### config.mk
export PLATFORM = sky130hd
export DESIGN_NAME = lfsr_bist_engine
export DESIGN_NICKNAME = d
export VERILOG_FILES = /design/src/rtl/bist_pkg.sv /design/src/rtl/bist_prpg.sv /design/src/rtl/bist_misr.sv /design/src/rtl/bist_ctrl.sv /design/src/rtl/lfsr_bist_engine.sv
export SDC_FILE = /design/constraint.sdc
export NUM_CORES = 1
export LEC_CHECK = 0
export BUFFER_PORTS_ARGS = -buffer_cell sky130_fd_sc_hd__buf_4
export CORE_MARGIN = 2
export CORE_UTILIZATION = 55
export DETAILED_ROUTE_END_ITERATION = 8
export PLACE_DENSITY_LB_ADDON = 0.1
export SYNTH_ARGS = -nofsm -noshare
export SYNTH_HDL_FRONTEND = slang
export SYNTH_SLANG_ARGS = --single-unit
### constraint.sdc
create_clock -name clk_i -period 2.2 [get_ports clk_i]
set_input_delay 0.22 -clock clk_i [delete_from_list [all_inputs] [get_ports clk_i]]
set_output_delay 0.22 -clock clk_i [all_outputs]
set_load 0.1 [all_outputs]
### src/rtl/bist_pkg.sv
package bist_pkg;
  typedef enum logic [1:0] {
    ST_IDLE = 2'd0,
    ST_RUN  = 2'd1,
    ST_DONE = 2'd2
  } bist_state_e;
endpackage

### src/rtl/bist_prpg.sv
module bist_prpg #(
  parameter int          W    = 16,
  parameter logic [W-1:0] TAPS = 16'h100B,
  parameter logic [W-1:0] SEED = 16'h0001
) (
  input  logic         clk_i,
  input  logic         rst_ni,
  input  logic         load_i,
  input  logic         step_i,
  output logic [W-1:0] pat_o
);
  logic [W-1:0] lfsr_q;
  logic         fb;

  // Right shift, feedback enters at MSB
  assign fb = ^(lfsr_q & TAPS);

  always_ff @(posedge clk_i or negedge rst_ni) begin
    if (!rst_ni)     lfsr_q <= SEED;
    else if (load_i) lfsr_q <= SEED;
    else if (step_i) lfsr_q <= {fb, lfsr_q[W-1:1]};
  end

  assign pat_o = lfsr_q;

  AST_PRPG_NONZERO: assert property (@(posedge clk_i) disable iff (!rst_ni)
    lfsr_q != '0);
  AST_PRPG_HOLD: assert property (@(posedge clk_i) disable iff (!rst_ni)
    (!load_i && !step_i) |=> $stable(lfsr_q));
  AST_PRPG_LOAD: assert property (@(posedge clk_i) disable iff (!rst_ni)
    load_i |=> lfsr_q == SEED);
endmodule

### src/rtl/bist_misr.sv
module bist_misr #(
  parameter int          W    = 16,
  parameter logic [W-1:0] POLY = 16'hA011
) (
  input  logic         clk_i,
  input  logic         rst_ni,
  input  logic         clear_i,
  input  logic         en_i,
  input  logic [W-1:0] resp_i,
  output logic [W-1:0] sig_o
);
  logic [W-1:0] sig_q;
  logic [W-1:0] sig_d;
  logic         msb;

  assign msb = sig_q[W-1];

  // Galois stages, each absorbing one response bit
  for (genvar i = 0; i < W; i++) begin : g_stage
    if (i == 0) begin : g_first
      assign sig_d[i] = (msb & POLY[i]) ^ resp_i[i];
    end else begin : g_rest
      assign sig_d[i] = sig_q[i-1] ^ (msb & POLY[i]) ^ resp_i[i];
    end
  end

  always_ff @(posedge clk_i or negedge rst_ni) begin
    if (!rst_ni)      sig_q <= '0;
    else if (clear_i) sig_q <= '0;
    else if (en_i)    sig_q <= sig_d;
  end

  assign sig_o = sig_q;

  AST_MISR_CLEAR: assert property (@(posedge clk_i) disable iff (!rst_ni)
    clear_i |=> sig_q == '0);
  AST_MISR_FROZEN: assert property (@(posedge clk_i) disable iff (!rst_ni)
    (!clear_i && !en_i) |=> $stable(sig_q));
endmodule

### src/rtl/bist_ctrl.sv
module bist_ctrl #(
  parameter int W       = 16,
  parameter int RUN_LEN = 65535
) (
  input  logic         clk_i,
  input  logic         rst_ni,
  input  logic         start_i,
  input  logic         ack_i,
  input  logic [W-1:0] golden_i,
  output logic         load_o,
  output logic         run_o,
  output logic         done_o,
  output logic [W-1:0] golden_o
);
  import bist_pkg::*;

  localparam int CNT_W = $clog2(RUN_LEN + 1);
  localparam logic [CNT_W-1:0] LAST = CNT_W'(RUN_LEN - 1);

  bist_state_e  state_q;
  logic [CNT_W-1:0] cnt_q;
  logic [W-1:0] golden_q;
  logic         last;

  assign load_o = (state_q == ST_IDLE) && start_i;
  assign run_o  = (state_q == ST_RUN);
  assign done_o = (state_q == ST_DONE);
  assign last   = (cnt_q == LAST);

  always_ff @(posedge clk_i or negedge rst_ni) begin
    if (!rst_ni) begin
      state_q  <= ST_IDLE;
      cnt_q    <= '0;
      golden_q <= '0;
    end else begin
      unique case (state_q)
        ST_IDLE: if (start_i) begin
          state_q  <= ST_RUN;
          cnt_q    <= '0;
          golden_q <= golden_i;
        end
        ST_RUN: begin
          cnt_q <= cnt_q + 1'b1;
          if (last) state_q <= ST_DONE;
        end
        ST_DONE: if (ack_i) state_q <= ST_IDLE;
        default: state_q <= ST_IDLE;
      endcase
    end
  end

  assign golden_o = golden_q;

  AST_RUN_LENGTH: assert property (@(posedge clk_i) disable iff (!rst_ni)
    (run_o && last) |=> done_o);
  AST_NO_EARLY_DONE: assert property (@(posedge clk_i) disable iff (!rst_ni)
    (run_o && !last) |=> run_o);
  AST_DONE_STICKY: assert property (@(posedge clk_i) disable iff (!rst_ni)
    (done_o && !ack_i) |=> done_o);
  AST_ACK_IDLE: assert property (@(posedge clk_i) disable iff (!rst_ni)
    (done_o && ack_i) |=> !done_o && !run_o);
endmodule

### src/rtl/lfsr_bist_engine.sv
module lfsr_bist_engine #(
  parameter int           W       = 16,
  parameter logic [W-1:0] TAPS    = 16'h100B,
  parameter logic [W-1:0] POLY    = 16'hA011,
  parameter logic [W-1:0] SEED    = 16'h0001,
  parameter int           RUN_LEN = 65535
) (
  input  logic         clk_i,
  input  logic         rst_ni,
  input  logic         start_i,
  input  logic         ack_i,
  input  logic [W-1:0] golden_i,
  input  logic [W-1:0] response_i,
  output logic [W-1:0] pattern_o,
  output logic         done_o,
  output logic         pass_o
);
  logic         load, run, done;
  logic [W-1:0] sig, golden;

  bist_ctrl #(.W(W), .RUN_LEN(RUN_LEN)) u_ctrl (
    .clk_i, .rst_ni, .start_i, .ack_i, .golden_i,
    .load_o(load), .run_o(run), .done_o(done), .golden_o(golden)
  );

  bist_prpg #(.W(W), .TAPS(TAPS), .SEED(SEED)) u_prpg (
    .clk_i, .rst_ni, .load_i(load), .step_i(run), .pat_o(pattern_o)
  );

  bist_misr #(.W(W), .POLY(POLY)) u_misr (
    .clk_i, .rst_ni, .clear_i(load), .en_i(run),
    .resp_i(response_i), .sig_o(sig)
  );

  assign done_o = done;
  assign pass_o = done && (sig == golden);

  AST_PASS_NEEDS_DONE: assert property (@(posedge clk_i) disable iff (!rst_ni)
    pass_o |-> done_o);
  AST_PASS_STABLE: assert property (@(posedge clk_i) disable iff (!rst_ni)
    (done_o && $past(done_o)) |-> $stable(pass_o));
endmodule

==> results.json <==
{
  "drt_pre_antenna_iters": 4,
  "cts_made_buffers": 9,
  "wl_met3_um": 247,
  "synth.most_common_cell": "nand2_1",
  "sequentialPowerShare": 0.383,
  "grt_pass1_wl_mm": 10.65,
  "hp-class": "primary input to async pin",
  "status": "finished, violations left",
  "p_leak_uw": 0.001827,
  "drive_above_1_share": 0.2167,
  "r2r_slack_ns": 0.45,
  "n_antenna_cell": 0,
  "fin_crit_sh": 0.9330,
  "met1_length_mm": 3.118,
  "worstPathMaxFanout": 3,
  "max_freq_mhz": 487.2,
  "clkPwrFrac": 0.183,
  "max-cap-violations": 0,
  "crit_path_max_incr_delay_ns": 0.42,
  "worst_hold_slack_ns": -0.02280,
  "grt_pass1_vias": 2249,
  "final_antenna_net_count": 0,
  "startpoint": "u_misr.sig_o[0]",
  "antenna_found_initial": 0,
  "crit_path_cell_trace": "xor2_1 > nor4_1 > nand4_1 > nor3_4 > buf_12",
  "muxShareOfSynthArea": 0.01944,
  "wl_mm": 6.344,
  "yosys.area_share.simple": 0.2296,
  "start_kind": "flop",
  "dp_hpwl_mm": 4.231,
  "ys_types": 35,
  "yosysTopAreaCellShare": 0.5265,
  "r2r_cells": 5,
  "seqCellArea_um2": 1653,
  "synth_top_cell_by_area": "dfrtp_1",
  "crit_buf_inv": 1,
  "p_sw_uw": 2587,
  "vias": 2388,
  "end_kind": "output pin",
  "io-pin-count": 54,
  "gp_congestion": 0.8069,
  "postPlaceCellArea_um2": 3555,
  "tns_ns": 0,
  "clockBufferDepth": 2,
  "finalHoldViolCount": 28,
  "die_h_um": 78.95,
  "grt.total_usage": 0.2218,
  "clk_latency_ns": 0.33,
  "reg2reg_from": "u_ctrl.cnt_q[1]",
  "fin_area_um2": 3785,
  "vdd_drop_max_v": 0.001190,
  "synth_compound_area_frac": 0.07614,
  "fin_skew_ns": 0.007930,
  "nets": 416,
  "min_period_ns": 2.053,
  "die_x_um": 78.95,
  "synthArstFlopShare": 1.000,
  "ys.warnings.count": 0,
  "drc": 0,
  "cts_sinks": 66,
  "path_delay_family": "simple AND/OR/NAND/NOR gates",
  "initial_core_util": 0.5645,
  "syn_inst": 327,
  "grt_max_degree": 67,
  "synth_top_family_by_area": "simple AND/OR/NAND/NOR gates",
  "synth_enable_flop_cells": 0,
  "die-area_um2": 6232,
  "rsz0062_at_grt": "no",
  "synthFlopType": "dfrtp_1",
  "worst_slew_pin_slew_ns": 0.8101,
  "drv_slew": 0,
  "swShare": 0.4620,
  "grt-ovfl-total": 0,
  "rows": 27,
  "pwr-share-comb": 0.434,
  "routed-wl-met2_mm": 2.827,
  "power.internal_uw": 3012,
  "r2r-end": "u_ctrl.cnt_q[10]",
  "multiInputGateArea_um2": 1378,
  "crit_slowest_cell": "dfrtp_1",
  "slew_headroom": 0.4599,
  "setup_viol": 0,
  "synthTopCellsByArea": "dfrtp_1 (53%), nand2_1 (11%), nand3_1 (6.2%)",
  "postCtsSetupBuffers": 0,
  "failed_checks": "hold timing",
  "drt-initial-drc-count": 108,
  "coreArea_um2": 5473,
  "final_util": 0.6916,
  "ys_seq_elements": 66,
  "via_per_inst": 5.248,
  "cts_tree": "yes",
  "syn_area_per_cell_um2": 9.447,
  "clk_root_buffer_cell": "clkbuf_8",
  "critPathCapture": "pass_o",
  "synth_nets": 365,
  "netlist_area_um2": 3089,
  "htreeDepth": 3,
  "area_growth_pct": 22.52,
  "worst-path-stages": 5,
  "highest-signal-layer": "met4",
  "numPortBuffers": 53,
  "synth_common_cells": "nand2_1 (93), dfrtp_1 (65), nand3_1 (38)",
  "cp.required_ns": 1.98,
  "cts.clk_slew.worst_paths_ns": 0.07,
  "arrival_ns": 1.83,
  "wl_per_cell_um": 13.94,
  "path_class": "flop to output pin",
  "fill_cells": 457,
  "yosysSeqAreaShare": 0.5350,
  "power.density_nw_per_um2": 1479,
  "synth_fa_ha_area_frac": 0.008100,
  "synth-xor-area-share": 0.1049,
  "hold_buffers": 0
}
[state kept, by name, summed over array words and instances, names as in the netlist]
name             cells
u_prpg.pat_o        16
u_misr.sig_o        16
u_ctrl.cnt_q        16
u_ctrl.state_q       2
u_ctrl.golden_o     16
[worst min-delay path by stage]
stage / startpoint / depth (start not counted) / end / slack, ns
5_1_grt: rst_ni / 1 / u_ctrl.cnt_q[5] / 0.06
3_3_place_gp: rst_ni / 1 / u_ctrl.cnt_q[9] / 0.37
2_1_floorplan: rst_ni / 0 / u_ctrl.cnt_q[0] / -0.08
3_5_place_dp: rst_ni / 1 / u_ctrl.cnt_q[9] / 0.37
6_report: rst_ni / 1 / u_ctrl.cnt_q[9] / -0.02
4_1_cts: rst_ni / 1 / u_ctrl.cnt_q[9] / 0.005
[per-layer routing]
layer | global-route usage | vias up
li1 | - | 1204
met1 | 0.3295 | 1121
met2 | 0.3137 | 49
met3 | 0.04091 | 14
met4 | 0.1103 | 0
met5 | 0 | -
[power by group through the flow]
stage | clock network, uW | registers, uW | logic, uW
2_1_floorplan | 0 | 3030 | 933
3_3_place_gp | 0 | 2130 | 2370
3_5_place_dp | 0 | 2160 | 2400
4_1_cts | 1050 | 2140 | 2410
5_1_grt | 1090 | 2220 | 2610
6_report | 1030 | 2140 | 2430
[layout make-up]
type                            count  area share
Sequential cell                    66      0.4367
Inverter                            3    0.002975
Tap cell                           72     0.02380
Clock buffer                       12     0.04099
Multi-Input combinational cell    240      0.3640
Clock inverter                      4     0.01322
Timing Repair Buffer               58      0.1183
[worst reg2reg max path, delay by kind of cell, from the launching register on]
| kind | cells | cell delay, ns |
|---|---|---|
| AND/OR/NAND/NOR | 3 | 0.82 |
| flip-flops | 1 | 0.42 |
| adder cells (fa/ha/maj) | 1 | 0.27 |
| multiplexers | 1 | 0.18 |
[logic make-up after synthesis]
logic type,Yosys count
AOI/OAI and AO/OA,37
xor gates and xnor gates,37
adders and majority gates,2
buffers and inverters,21
DFF,66
muxes,6
and+or+nand+nor,158
[layout by cell type, fill, tap and decap left out, types with 2 or more instances in the layout]
master      netlist  final
a22o_1            2      2
inv_1             3      3
clkbuf_8          0     11
nor3_1            4      3
o211ai_1          2      2
o21ai_0          22     22
nor4_2            0      2
nand4_1           4      4
xor2_1           18     18
clkinvlp_4        0      2
nand3_1          38     38
nor2_1            6      6
o211ai_2          2      2
nand2_1          93     93
o31ai_1           4      4
ha_1              2      2
dfrtp_1          65     65
mux2i_1           6      6
buf_4             0     57
nor4_1            4      2
xnor2_1          19     19
[per-stage QoR]
| stage | total power [uW] | setup WS (ns) | hold WS (ns) | cells |
|---|---|---|---|---|
| after CTS | 5607 | 0.03754 | 0.005166 | 455 |
| after global routing | 5922 | 0.01518 | 0.05923 | 455 |
| after global placement | 4502 | 0.3896 | 0.3744 | 439 |
| after detailed placement | 4557 | 0.3589 | 0.3661 | 439 |
| after floorplan | 3964 | 0.1435 | -0.07559 | 327 |
| final | 5599 | 0.1474 | -0.02280 | 455 |
[what timing repair did]
action,in CTS,in global routing
resized for setup,1,4
endpoints found under the setup margin,1,1
pin swaps,0,2
(Power assumes the default switching activity.)
